==> config.mk <==
export PLATFORM = sky130hd
export DESIGN_NAME = trig_frame_tx
export DESIGN_NICKNAME = d
export VERILOG_FILES = /design/src/rtl/trig_tx_pkg.sv /design/src/rtl/tft_cmd_align.sv /design/src/rtl/tft_word_seq.sv /design/src/rtl/tft_word_build.sv /design/src/rtl/trig_frame_tx.sv
export SDC_FILE = /design/constraint.sdc
export NUM_CORES = 1
export LEC_CHECK = 0
export CAP_MARGIN = 20
export CORE_UTILIZATION = 49
export CTS_CLUSTER_SIZE = 12
export DETAILED_ROUTE_END_ITERATION = 12
export GPL_TIMING_DRIVEN = 0
export PLACE_DENSITY_LB_ADDON = 0.08
export SLEW_MARGIN = 20
export SYNTH_ARGS = -nofsm -noshare
export SYNTH_HDL_FRONTEND = slang
export SYNTH_HIERARCHICAL = 1
export SYNTH_SLANG_ARGS = --single-unit
==> constraint.sdc <==
create_clock -name clk -period 7 [get_ports clk]
set_clock_uncertainty 0.2 [all_clocks]
set_input_delay 1.05 -clock clk [delete_from_list [all_inputs] [get_ports clk]]
set_output_delay 1.05 -clock clk [all_outputs]
set_load 0.1 [all_outputs]
==> src/rtl/trig_tx_pkg.sv <==
package trig_tx_pkg;

  localparam int LINK_W    = 18;
  localparam int SLOW_W    = 8;
  localparam int HEAD_LAST = 2;   // indices 0..2 carry identification bytes
  localparam int PAY_FIRST = 3;   // first payload index
  localparam int PAY_WORDS = 9;   // payload bytes per answering frame
  localparam int TAG_WORDS = 14;  // indices that carry a non-zero-position tag

  typedef struct packed {
    logic              guard;
    logic              disc;
    logic              err;
    logic              pileup;
    logic              flag;
    logic [3:0]        tag;
    logic [SLOW_W-1:0] slow;
    logic              pol;
  } link_word_t;

  // Fixed Gray-coded tag per word position; positions past the tagged range send 0.
  function automatic logic [3:0] word_tag(input int unsigned idx);
    case (idx)
      0:       word_tag = 4'b0000;
      1:       word_tag = 4'b0010;
      2:       word_tag = 4'b0011;
      3:       word_tag = 4'b1011;
      4:       word_tag = 4'b1001;
      5:       word_tag = 4'b1101;
      6:       word_tag = 4'b1111;
      7:       word_tag = 4'b1110;
      8:       word_tag = 4'b0110;
      9:       word_tag = 4'b0111;
      10:      word_tag = 4'b0101;
      11:      word_tag = 4'b0100;
      12:      word_tag = 4'b1100;
      13:      word_tag = 4'b1000;
      default: word_tag = 4'b0000;
    endcase
  endfunction

endpackage

==> src/rtl/tft_cmd_align.sv <==
module tft_cmd_align #(
  parameter int FRAME_WORDS = 20,
  parameter int RESP_LAT    = 5
) (
  input  logic clk,
  input  logic rst_n,
  input  logic sync_stb,
  input  logic dsd_stb,
  output logic restart_sync,
  output logic restart_dsd,
  output logic err_init,
  output logic err_late
);
  localparam int PH_W = $clog2(FRAME_WORDS);
  localparam logic [PH_W-1:0] PH_LAST = PH_W'(FRAME_WORDS - 1);
  localparam logic [PH_W-1:0] PH_NEXT = PH_W'(1 % FRAME_WORDS);

  logic [1:0] stb_in;
  logic [1:0] stb_out;
  assign stb_in = {dsd_stb, sync_stb};

  // One delay line per command kind: the strobe re-emerges one cycle before
  // the edge that must load word 0 of the answering frame.
  for (genvar g = 0; g < 2; g++) begin : g_dly
    logic [RESP_LAT-1:0] sh;
    always_ff @(posedge clk or negedge rst_n) begin
      if (!rst_n) sh <= '0;
      else        sh <= {sh[RESP_LAT-2:0], stb_in[g]};
    end
    assign stb_out[g] = sh[RESP_LAT-1];
  end

  assign restart_sync = stb_out[0];
  assign restart_dsd  = stb_out[1];

  // Frame phase counted in the strobe domain, anchored by each Sync strobe.
  logic [PH_W-1:0] ph_q;
  logic            synced_q;
  logic            in_time;
  assign in_time = sync_stb | (synced_q & (ph_q == '0));

  always_ff @(posedge clk or negedge rst_n) begin
    if (!rst_n) begin
      ph_q     <= '0;
      synced_q <= 1'b0;
      err_late <= 1'b0;
      err_init <= 1'b1;
    end else begin
      if (sync_stb) begin
        ph_q     <= PH_NEXT;
        synced_q <= 1'b1;
      end else begin
        ph_q <= (ph_q == PH_LAST) ? '0 : ph_q + PH_W'(1);
      end
      if (dsd_stb && !in_time) err_late <= 1'b1;
      if (restart_sync)        err_init <= 1'b0;
    end
  end
endmodule

==> src/rtl/tft_word_seq.sv <==
module tft_word_seq #(
  parameter  int FRAME_WORDS = 20,
  localparam int IDX_W       = $clog2(FRAME_WORDS)
) (
  input  logic             clk,
  input  logic             rst_n,
  input  logic             restart_sync,
  input  logic             restart_dsd,
  output logic [IDX_W-1:0] cur_idx,
  output logic             cur_slow
);
  localparam logic [IDX_W-1:0] IDX_LAST = IDX_W'(FRAME_WORDS - 1);

  logic [IDX_W-1:0] next_q;
  logic             slow_q;
  logic             restart;
  assign restart = restart_sync | restart_dsd;

  // Index and frame kind of the word being built in this cycle.
  always_comb begin
    if (restart) begin
      cur_idx  = '0;
      cur_slow = restart_dsd & ~restart_sync;
    end else begin
      cur_idx  = next_q;
      cur_slow = (next_q == '0) ? 1'b0 : slow_q;
    end
  end

  always_ff @(posedge clk or negedge rst_n) begin
    if (!rst_n) begin
      next_q <= '0;
      slow_q <= 1'b0;
    end else begin
      next_q <= (cur_idx == IDX_LAST) ? '0 : cur_idx + IDX_W'(1);
      slow_q <= cur_slow;
    end
  end
endmodule

==> src/rtl/tft_word_build.sv <==
module tft_word_build
  import trig_tx_pkg::*;
#(
  parameter  int FRAME_WORDS = 20,
  localparam int IDX_W       = $clog2(FRAME_WORDS)
) (
  input  logic [IDX_W-1:0]  cur_idx,
  input  logic              cur_slow,
  input  logic              disc,
  input  logic              err,
  input  logic              pileup,
  input  logic [SLOW_W-1:0] id_byte,
  input  logic [SLOW_W-1:0] bufcnt_byte,
  input  logic [SLOW_W-1:0] status_byte,
  input  logic [SLOW_W-1:0] fill_byte,
  input  logic              pay_valid,
  input  logic [SLOW_W-1:0] pay_data,
  output link_word_t        word,
  output logic              pay_ready
);
  localparam logic [IDX_W-1:0] IDX_ID  = IDX_W'(0);
  localparam logic [IDX_W-1:0] IDX_BUF = IDX_W'(1);
  localparam logic [IDX_W-1:0] IDX_ST  = IDX_W'(HEAD_LAST);
  localparam logic [IDX_W-1:0] PAY_LO  = IDX_W'(PAY_FIRST);
  localparam logic [IDX_W-1:0] PAY_HI  = IDX_W'(PAY_FIRST + PAY_WORDS - 1);

  logic in_pay;
  assign in_pay    = cur_slow && (cur_idx >= PAY_LO) && (cur_idx <= PAY_HI);
  assign pay_ready = in_pay;

  always_comb begin
    word        = '0;
    word.disc   = disc;
    word.err    = err;
    word.pileup = pileup;
    word.tag    = word_tag(int'(cur_idx));
    if (cur_idx == IDX_ID) begin
      word.flag = 1'b1;
      word.slow = id_byte;
    end else if (cur_idx == IDX_BUF) begin
      word.flag = 1'b1;
      word.slow = bufcnt_byte;
    end else if (cur_idx == IDX_ST) begin
      word.flag = 1'b1;
      word.slow = status_byte;
    end else if (in_pay) begin
      word.flag = 1'b1;
      word.slow = pay_valid ? pay_data : '0;
    end else begin
      word.flag = 1'b0;
      word.slow = fill_byte;
    end
  end
endmodule

==> src/rtl/trig_frame_tx.sv <==
module trig_frame_tx
  import trig_tx_pkg::*;
#(
  parameter  int FRAME_WORDS = 20,
  parameter  int RESP_LAT    = 5,
  localparam int IDX_W       = $clog2(FRAME_WORDS)
) (
  input  logic              clk,
  input  logic              rst_n,
  input  logic              sync_stb,
  input  logic              dsd_stb,
  input  logic              disc_in,
  input  logic              pileup_in,
  input  logic              fault_in,
  input  logic [SLOW_W-1:0] id_byte,
  input  logic [SLOW_W-1:0] bufcnt_byte,
  input  logic [SLOW_W-1:0] status_byte,
  input  logic [SLOW_W-1:0] fill_byte,
  input  logic              pay_valid,
  output logic              pay_ready,
  input  logic [SLOW_W-1:0] pay_data,
  output logic [LINK_W-1:0] tx_word,
  output logic              tx_sof,
  output logic [IDX_W-1:0]  tx_widx
);
  logic             restart_sync, restart_dsd, err_init, err_late;
  logic [IDX_W-1:0] cur_idx;
  logic             cur_slow;
  logic             err_bit;
  link_word_t       word;

  tft_cmd_align #(.FRAME_WORDS(FRAME_WORDS), .RESP_LAT(RESP_LAT)) u_align (
    .clk(clk), .rst_n(rst_n), .sync_stb(sync_stb), .dsd_stb(dsd_stb),
    .restart_sync(restart_sync), .restart_dsd(restart_dsd),
    .err_init(err_init), .err_late(err_late)
  );

  tft_word_seq #(.FRAME_WORDS(FRAME_WORDS)) u_seq (
    .clk(clk), .rst_n(rst_n), .restart_sync(restart_sync),
    .restart_dsd(restart_dsd), .cur_idx(cur_idx), .cur_slow(cur_slow)
  );

  // The power-up indication drops on the first word of a Sync-started frame.
  assign err_bit = fault_in | err_late | (err_init & ~restart_sync);

  tft_word_build #(.FRAME_WORDS(FRAME_WORDS)) u_build (
    .cur_idx(cur_idx), .cur_slow(cur_slow), .disc(disc_in), .err(err_bit),
    .pileup(pileup_in), .id_byte(id_byte), .bufcnt_byte(bufcnt_byte),
    .status_byte(status_byte), .fill_byte(fill_byte), .pay_valid(pay_valid),
    .pay_data(pay_data), .word(word), .pay_ready(pay_ready)
  );

  always_ff @(posedge clk or negedge rst_n) begin
    if (!rst_n) begin
      tx_word <= '0;
      tx_sof  <= 1'b0;
      tx_widx <= '0;
    end else begin
      tx_word <= word;
      tx_sof  <= (cur_idx == '0);
      tx_widx <= cur_idx;
    end
  end
endmodule

* Word-level counts from Yosys, hierarchy flattened
Memories as Yosys holds them, arrays and structs flattened. Cells that the tools add are included.
Storage, ports and cells: output and inout port bits 25, bits in read-only memories 64, bits of input ports 48, register bits after elaboration 46, memories kept 1
Memory list:
- (name not given) | depth 16, bits a word 4, rd ports 1, clocked after memory_dff 0, write ports 0, RTL line trig_tx_pkg.sv:23 | case (idx)
Operators by class: mux-type cells 16, magnitude comparators 2, bitwise logic cells 8, add/sub/neg operators 2, reduce and logical (&&, ||, !) cells 7, equal/unequal tests 4
Operator list (count):
- 8-bit two-way mux | 5
- 5-bit two-way mux | 4
- 5-bit zero test | 3
- 5-bit by 1-bit adder with 5-bit output, second input constant | 2
- 5-bit equality test, second input constant | 2
- 1-bit two-way mux | 6
- 5-bit by 1-bit equality test with 1-bit output, second input constant | 1
- 5-bit by 2-bit equality test with 1-bit output, second input constant | 1
- 5-bit by 2-bit >= comparator with 1-bit output, second input constant | 1
- 5-bit by 4-bit less-or-equal comparator with 1-bit output, second input constant | 1
- 4-bit two-way mux | 1
- 1-bit OR | 4
- 1-bit AND | 3
- 1-bit logical AND | 3
- 1-bit zero test | 1
- 1-bit NOT | 1

* Logic depth before layout (Yosys ltp)
Gate-level depths: netlist (run 1).
depth after elaboration 9, mapped depth 10, depth with buffers taken out 10

* Modules after synthesis
Netlist (run 1), hierarchy kept.
By module, submodules not included:
- tft_word_build | area an instance 670.6 µm², cells each 97, instances 1
- tft_cmd_align | area an instance 626.9 µm², cells each 44, instances 1
- trig_frame_tx | area an instance 624.3 µm², cells each 29, instances 1
- tft_word_seq | area an instance 299.0 µm², cells each 30, instances 1

* Worst setup path after synthesis (run 1)
No wires, ideal clock.
path type reg-to-output, start reg u_align.g_dly[0].sh[4], end out pay_ready, path buffers 0, required time 5.750 ns, arrival time 1.736 ns, setup slack 4.014 ns, cell stages (with the launch flop) 7, cell sequence dfrtp_1 nor2_1 and2_1 ha_1 o311ai_2 a21o_4 inv_6
Between the ends: word-level cells in the longest chain between the ends 5
Ends and longest elaborated chain:
- start, declared | RTL line tft_cmd_align.sv:25 | logic [RESP_LAT-1:0] sh;
- start signal, assigned | RTL line tft_cmd_align.sv:28 | else sh <= {sh[RESP_LAT-2:0], stb_in[g]};
- 1-bit OR (*) | RTL line tft_word_seq.sv:17 | assign restart = restart_sync | restart_dsd;
- 5-bit two-way mux (*) | RTL line tft_word_seq.sv:21 | if (restart) begin
- named net cur_idx[1] | RTL line trig_frame_tx.sv:27 | logic [IDX_W-1:0] cur_idx;
- 5-bit by 2-bit >= comparator with 1-bit output | RTL line tft_word_build.sv:28 | assign in_pay = cur_slow && (cur_idx >= PAY_LO) && (cur_idx <= PAY_HI);
- 1-bit logical AND | RTL line tft_word_build.sv:28
- 1-bit logical AND (*) | RTL line tft_word_build.sv:28
- end, declared | RTL line trig_frame_tx.sv:20 | output logic pay_ready,
Mark *: on every way through the listed nets, which the timed path passes. The rest lies on a longest branch.

* Final worst setup path (run 1)
Same ends and word-level chain as after synthesis.

==> results of run 1 <==
layout make-up:
cell class	count	share of cell area, %
buffer	10	2.46
clock buffer	6	2.66
clock inverter	2	0.444
inverter	12	1.61
multi-input combinational	131	28.9
sequential	48	38.8
tap	52	2.10
timing repair buffer	71	23.1
through the flow:
step                      power (uW)  instance area [um2]  hold slack, ps  util, %  setup slack (ps)
after detailed placement         460                 3010             136     69.0              2690
after global placement           457                 2990             135     68.7              2740
after floorplan                  400                 2220             131        -              4010
after CTS                        636                 3100             157     71.2              2330
final                            630                 3100             155     71.2              2370
after global routing             657                 3100             165     71.2              2160
power groups by stage:
stage / Sequential, uW / Combinational (uW) / Clock (uW)
2_1_floorplan: 367 / 32.7 / 0
3_3_place_gp: 303 / 154 / 0
3_5_place_dp: 304 / 156 / 0
4_1_cts: 298 / 157 / 182
5_1_grt: 300 / 165 / 193
6_report: 298 / 156 / 176
layout by cell type (no fill, tap or decap), drive strengths merged, types with 2 or more instances in the layout:
cell type	instances
nand3	10
xnor2	2
o21ai	11
a21oi	15
or4	2
clkdlybuf4s50	69
nor2b	7
nand4	5
a32oi	3
ha	8
nor3b	2
clkbuf	7
and2	8
nor3	2
dfrtp	47
a31oi	2
a221o	3
o22ai	2
a211o	2
nor2	13
nand2b	2
conb	2
mux2i	4
nand3b	2
a31o	2
nand2	9
buf	11
inv	13
flip-flops by register name, summed over array words and instances, names as in the netlist:
signal and flops:
tx_sof 1, tx_widx 5, tx_word 18, u_align/err_init 1, u_align/err_late 1, u_align/g_dly.sh 10, u_align/ph_q 5, u_align/synced_q 1
u_seq/next_q 5, u_seq/slow_q 1
layer usage:
metal | global-route usage [%] | share of wire, % | up-vias
met2 | 33.1 | 48 | 61
met5 | 0 | 0 | -
li1 | - | - | 855
met1 | 24.3 | 42 | 828
met4 | 8.16 | 1.5 | 0
met3 | 6.98 | 7.7 | 8
kinds of logic (layout without fill, tap and decap cells):
logic type	after synthesis	in the layout	synth area share (%)
buffers and inverters	22	101	5.69
AOI/OAI and AO/OA	46	46	14.1
other	1	2	0.169
xor gates and xnor gates	3	3	1.18
and+or+nand+nor	67	67	17.9
muxes	5	5	2.31
adders and majority gates	8	8	4.51
DFF	48	48	54.1
worst max-delay path by stage:
| stage | startpoint | to | slack [ps] | cells after the start |
|---|---|---|---|---|
| after floorplan | u_align/g_dly[0].sh[4] | pay_ready | 4010 | 6 |
| after global routing | u_align/g_dly[0].sh[4] | pay_ready | 2160 | 7 |
| after detailed placement | u_align/g_dly[0].sh[4] | pay_ready | 2690 | 7 |
| final | u_align/g_dly[0].sh[4] | pay_ready | 2370 | 7 |
| after global placement | u_align/g_dly[0].sh[4] | pay_ready | 2740 | 7 |
| after CTS | u_align/g_dly[0].sh[4] | pay_ready | 2330 | 7 |
==> flow_summary.json, run 1 <==
{
  "status": "complete, no violations",
  "cts_max_level": 2,
  "start_kind": "flip-flop",
  "synth_most_common_cell": "dfrtp_1",
  "whs_endpoint": "u_align/g_dly[1].sh[3]",
  "drcViolationCount": 0,
  "slowest_stage": "clkdlybuf4s50_1",
  "path_cells": "nor2_1, and2_1, ha_1, o311ai_2, a21o_4, inv_6, clkdlybuf4s50_1",
  "netlist_area_um2": 2220,
  "r2r-end": "tx_word[8]",
  "pwr-share-comb_pct": 24.7,
  "worstMarginPinSlew_ps": 1000,
  "cts_resized": 0,
  "multi_input_area_um2": 896,
  "num_vias": 1752,
  "cts_root_buf": "clkbuf_8",
  "finalNonFillerCells": 332,
  "hold_violations": 0,
  "path_buf_inv": 2,
  "power.share.clock_pct": 28.0,
  "synthCells": 200,
  "yosysTopAreaCellShare_pct": 53.0,
  "async_reset_ff_share_pct": 100,
  "grt_pass1_wl_mm": 7.66,
  "seq_power_share_pct": 47.3,
  "required_ps": 5750,
  "holdCritStartpoint": "u_align/g_dly[1].sh[2]",
  "worst_r2r_startpoint": "u_align/g_dly[0].sh[4]",
  "port_buffers": 70,
  "wl_per_cell_um": 13.5,
  "critPathArrivalTime_ps": 3380,
  "slew_violations": 0,
  "die_w_um": 69.3,
  "dp_hpwl_mm": 3.30,
  "fp.dieH_um": 69.3,
  "critPathMaxFanout": 12,
  "yosys-top-cells-count": "dfrtp_1 (47), a21oi_1 (15), nor2_1 (13)",
  "n_antenna_cell": 0,
  "switching_share_pct": 32.1,
  "vias_per_cell": 5.28,
  "r2r_setup_slack_ps": 4290,
  "cpLargestDelayFamily": "buffers and inverters",
  "crit_type": "reg -> out",
  "post-place-cells": 324,
  "fp-row-count": 24,
  "fin_tns_setup_ps": 0,
  "avgSynthCellArea_um2": 11.1,
  "postCtsHoldBufs": 0,
  "maxCapViolCount": 0,
  "ff2ff_path_depth": 8,
  "p_per_area_nw_per_um2": 203,
  "yosys-top-cells-area": "dfrtp_1 (53%), ha_1 (4.5%), a21oi_1 (3.4%)",
  "slew_headroom_pct": 33.0,
  "cts_tree": "yes",
  "cp-end-kind": "output port",
  "fin_nets": 335,
  "ys_seq_elements": 48,
  "p_sw_uw": 202,
  "period_needed_ps": 4630,
  "period_share_pct": 66.2,
  "irDropWorstVdd_mv": 0.157,
  "grt_max_degree": 32,
  "synth_edf_count": 0,
  "regArea_um2": 1200,
  "place_congestion": 0.760,
  "yosysUniqueCellTypes": 51,
  "grt_overflow": 0,
  "fill_cells": 363,
  "holdPathStages": 0,
  "cts_buffers": 5,
  "internal_power_uw": 427,
  "boundaryPins": 73,
  "drtIter0Drc": 129,
  "antenna_left": 0,
  "worstSkewPairLatency_ps": 300,
  "yosysWarnings": 6,
  "post-cts-setup-buffers": 0,
  "slowest_delay_ps": 1140,
  "drt_first_pass_iters": 4,
  "hold_path_class": "reg -> reg",
  "grt_pass1_vias": 1760,
  "core_area_um2": 4350,
  "numClockSinks": 48,
  "p_leak_uw": 0.00132,
  "yosysTopAreaCell": "dfrtp_1",
  "path_clk_slew_ps": 90,
  "track_usage_pct": 20.2,
  "seq_area_frac_synth_pct": 54.1,
  "timing.fmax_ghz": 0.216,
  "drt-total-wl_mm": 4.48,
  "setup_viol": 0,
  "clockBufferDepth": 2,
  "area_delta_synth_final_pct": 39.7,
  "rsz0062_at_grt": "no",
  "antenna_found_initial": 0,
  "drive_above_1_share_pct": 12.5,
  "ys.flop_type": "dfrtp_1",
  "die_area_um2": 4810,
  "initial_core_util_pct": 51.0
}
No activity file was read; power rests on OpenSTA's default activity.
==> inputs of run 2 (changes only) <==
--- a/config.mk
+++ b/config.mk
@@ -6,7 +6,7 @@
 export NUM_CORES = 1
 export LEC_CHECK = 0
 export CAP_MARGIN = 20
-export CORE_UTILIZATION = 49
+export CORE_UTILIZATION = 41
 export CTS_CLUSTER_SIZE = 12
 export DETAILED_ROUTE_END_ITERATION = 12
 export GPL_TIMING_DRIVEN = 0
==> constraint.sdc (replaced) <==
create_clock -name clk -period 3.8 [get_ports clk]
set_clock_uncertainty 0.2 [all_clocks]
set_input_delay 0.57 -clock clk [delete_from_list [all_inputs] [get_ports clk]]
set_output_delay 0.57 -clock clk [all_outputs]
set_load 0.1 [all_outputs]
==> flow_summary.json, run 2 (synthesized netlist as in run 1, its figures left out) <==
{
  "required_ps": 3030,
  "use_met2_pct": 27.4,
  "hold_path_class": "reg -> reg",
  "dp_hpwl_mm": 3.35,
  "crit_type": "reg -> out",
  "status": "complete, no violations",
  "drcViolationCount": 0,
  "critPathMaxFanout": 12,
  "antenna_left": 0,
  "r2r_setup_slack_ps": 1080,
  "layout_common_cells": "clkdlybuf4s50_1 (68), dfrtp_1 (47), a21oi_1 (15), nor2_1 (13), inv_1 (11)",
  "drive_above_1_share_pct": 12.8,
  "slew_violations": 0,
  "vias_per_cell": 4.87,
  "area_delta_synth_final_pct": 41.2,
  "period_share_pct": 94.0,
  "hold-worst-slack_ps": 149,
  "fill_cells": 440,
  "busiest_layer": "met2",
  "timing.fmax_ghz": 0.280,
  "track_usage_pct": 17.1,
  "rsz0062_at_grt": "no",
  "setup_viol": 0,
  "place_congestion": 0.743,
  "drtIter0Drc": 108,
  "post-cts-setup-buffers": 0,
  "worst_r2r_startpoint": "u_align/g_dly[1].sh[4]",
  "drt_first_pass_iters": 4,
  "cp-end-kind": "output port",
  "fin_nets": 336,
  "die_w_um": 75.6,
  "port_buffers": 70,
  "antenna_found_initial": 0,
  "fp.dieH_um": 75.6,
  "critPathArrivalTime_ps": 2800,
  "grt_max_degree": 31,
  "met1_usage_pct": 21.6,
  "n_antenna_cell": 0,
  "grt_overflow": 0,
  "cts_max_level": 2,
  "die_area_um2": 5720,
  "path_clk_slew_ps": 90,
  "cts_root_buf": "clkbuf_8",
  "reg_top3": "tx_word (18), u_align/g_dly.sh (10)",
  "boundaryPins": 73,
  "hold_violations": 0,
  "worstSkewPairLatency_ps": 300,
  "drt-total-wl_mm": 4.50,
  "dpl_cell_area_um2": 3030,
  "core_area_um2": 5170,
  "p_leak_uw": 0.00131,
  "numClockSinks": 48,
  "fp-row-count": 26,
  "endpoint": "pay_ready",
  "cts_tree": "yes",
  "p_per_area_nw_per_um2": 367,
  "ff2ff_path_depth": 8,
  "irDropWorstVdd_mv": 0.215,
  "grt_util_met3_pct": 4.23,
  "period_needed_ps": 3570,
  "top_register": "tx_word",
  "clockBufferDepth": 2,
  "r2r-end": "tx_word[3]",
  "start_kind": "flip-flop",
  "cts_buffers": 5,
  "largest_reg_flops": 18,
  "initial_core_util_pct": 42.9,
  "design_area_um2": 3140,
  "worst_slack_ps": 228,
  "slew_headroom_pct": 33.9,
  "grt_pass1_wl_mm": 7.14,
  "num_vias": 1710,
  "dp_slack_ps": -22.0,
  "maxCapViolCount": 0,
  "grt_pass1_vias": 1581,
  "final_util_pct": 60.6,
  "worstMarginPinSlew_ps": 989,
  "crit_start": "u_align/g_dly[1].sh[4]",
  "mostFrequentLayoutCell": "clkdlybuf4s50_1",
  "wl_per_cell_um": 12.8
}
-- run 2: worst max-delay path: stages (launching register included) --
cell and delay (ps):
dfrtp_1 420, nor2_1 310, and2_1 440, ha_1 290, o311ai_2 120, a21o_4 240
inv_6 100, clkdlybuf4s15_2 560
-- run 2: power by group --
| part | internal [uW] | switching (uW) |
|---|---|---|
| clock | 147 | 171 |
| sequential | 537 | 11.4 |
| combinational | 101 | 185 |
-- run 2: routing by layer --
| metal | share of wire [%] | vias up |
|---|---|---|
| li1 | - | 852 |
| met4 | 2.0 | 0 |
| met1 | 45 | 807 |
| met5 | 0 | - |
| met2 | 49 | 45 |
| met3 | 4.5 | 6 |
-- run 2: how the worst min path moves through the flow --
stage	from	endpoint	cells after the start
floorplan	rst_n	tx_sof	0
global placement	u_align/g_dly[0].sh[1]	u_align/g_dly[0].sh[2]	0
detailed placement	u_align/g_dly[1].sh[1]	u_align/g_dly[1].sh[2]	0
CTS	u_align/g_dly[0].sh[0]	u_align/g_dly[0].sh[1]	0
global route	pileup_in	tx_word[14]	1
finish	u_align/g_dly[1].sh[0]	u_align/g_dly[1].sh[1]	0
-- run 2: cell type report --
cell class	count	area, um2	share of cell area [%]
Buffer	10	76.3	2.43
Multi-Input combinational cell	131	896	28.6
Tap cell	70	87.6	2.79
Sequential cell	48	1200	38.3
Clock buffer	6	82.6	2.63
Clock inverter	2	15.0	0.479
Timing Repair Buffer	72	727	23.2
Inverter	12	50.0	1.60
-- run 2: what timing repair did --
| item | 4_1_cts | 5_1_grt |
|---|---|---|
| gates resized for setup | 3 | 0 |
| hold buffers | 1 | 0 |
| endpoints found under the hold margin | 2 | 0 |
| endpoints found under the setup margin | 1 | 0 |
-- run 2: through the flow --
| stage | std cells | power (uW) | setup TNS, ps |
|---|---|---|---|
| finish | 351 | 1150 | 0 |
| global route | 351 | 1210 | 0 |
| CTS | 351 | 1170 | 0 |
| detailed placement | 342 | 846 | -22.0 |
| global placement | 341 | 843 | -2.36 |
| floorplan | 201 | 737 | 0 |
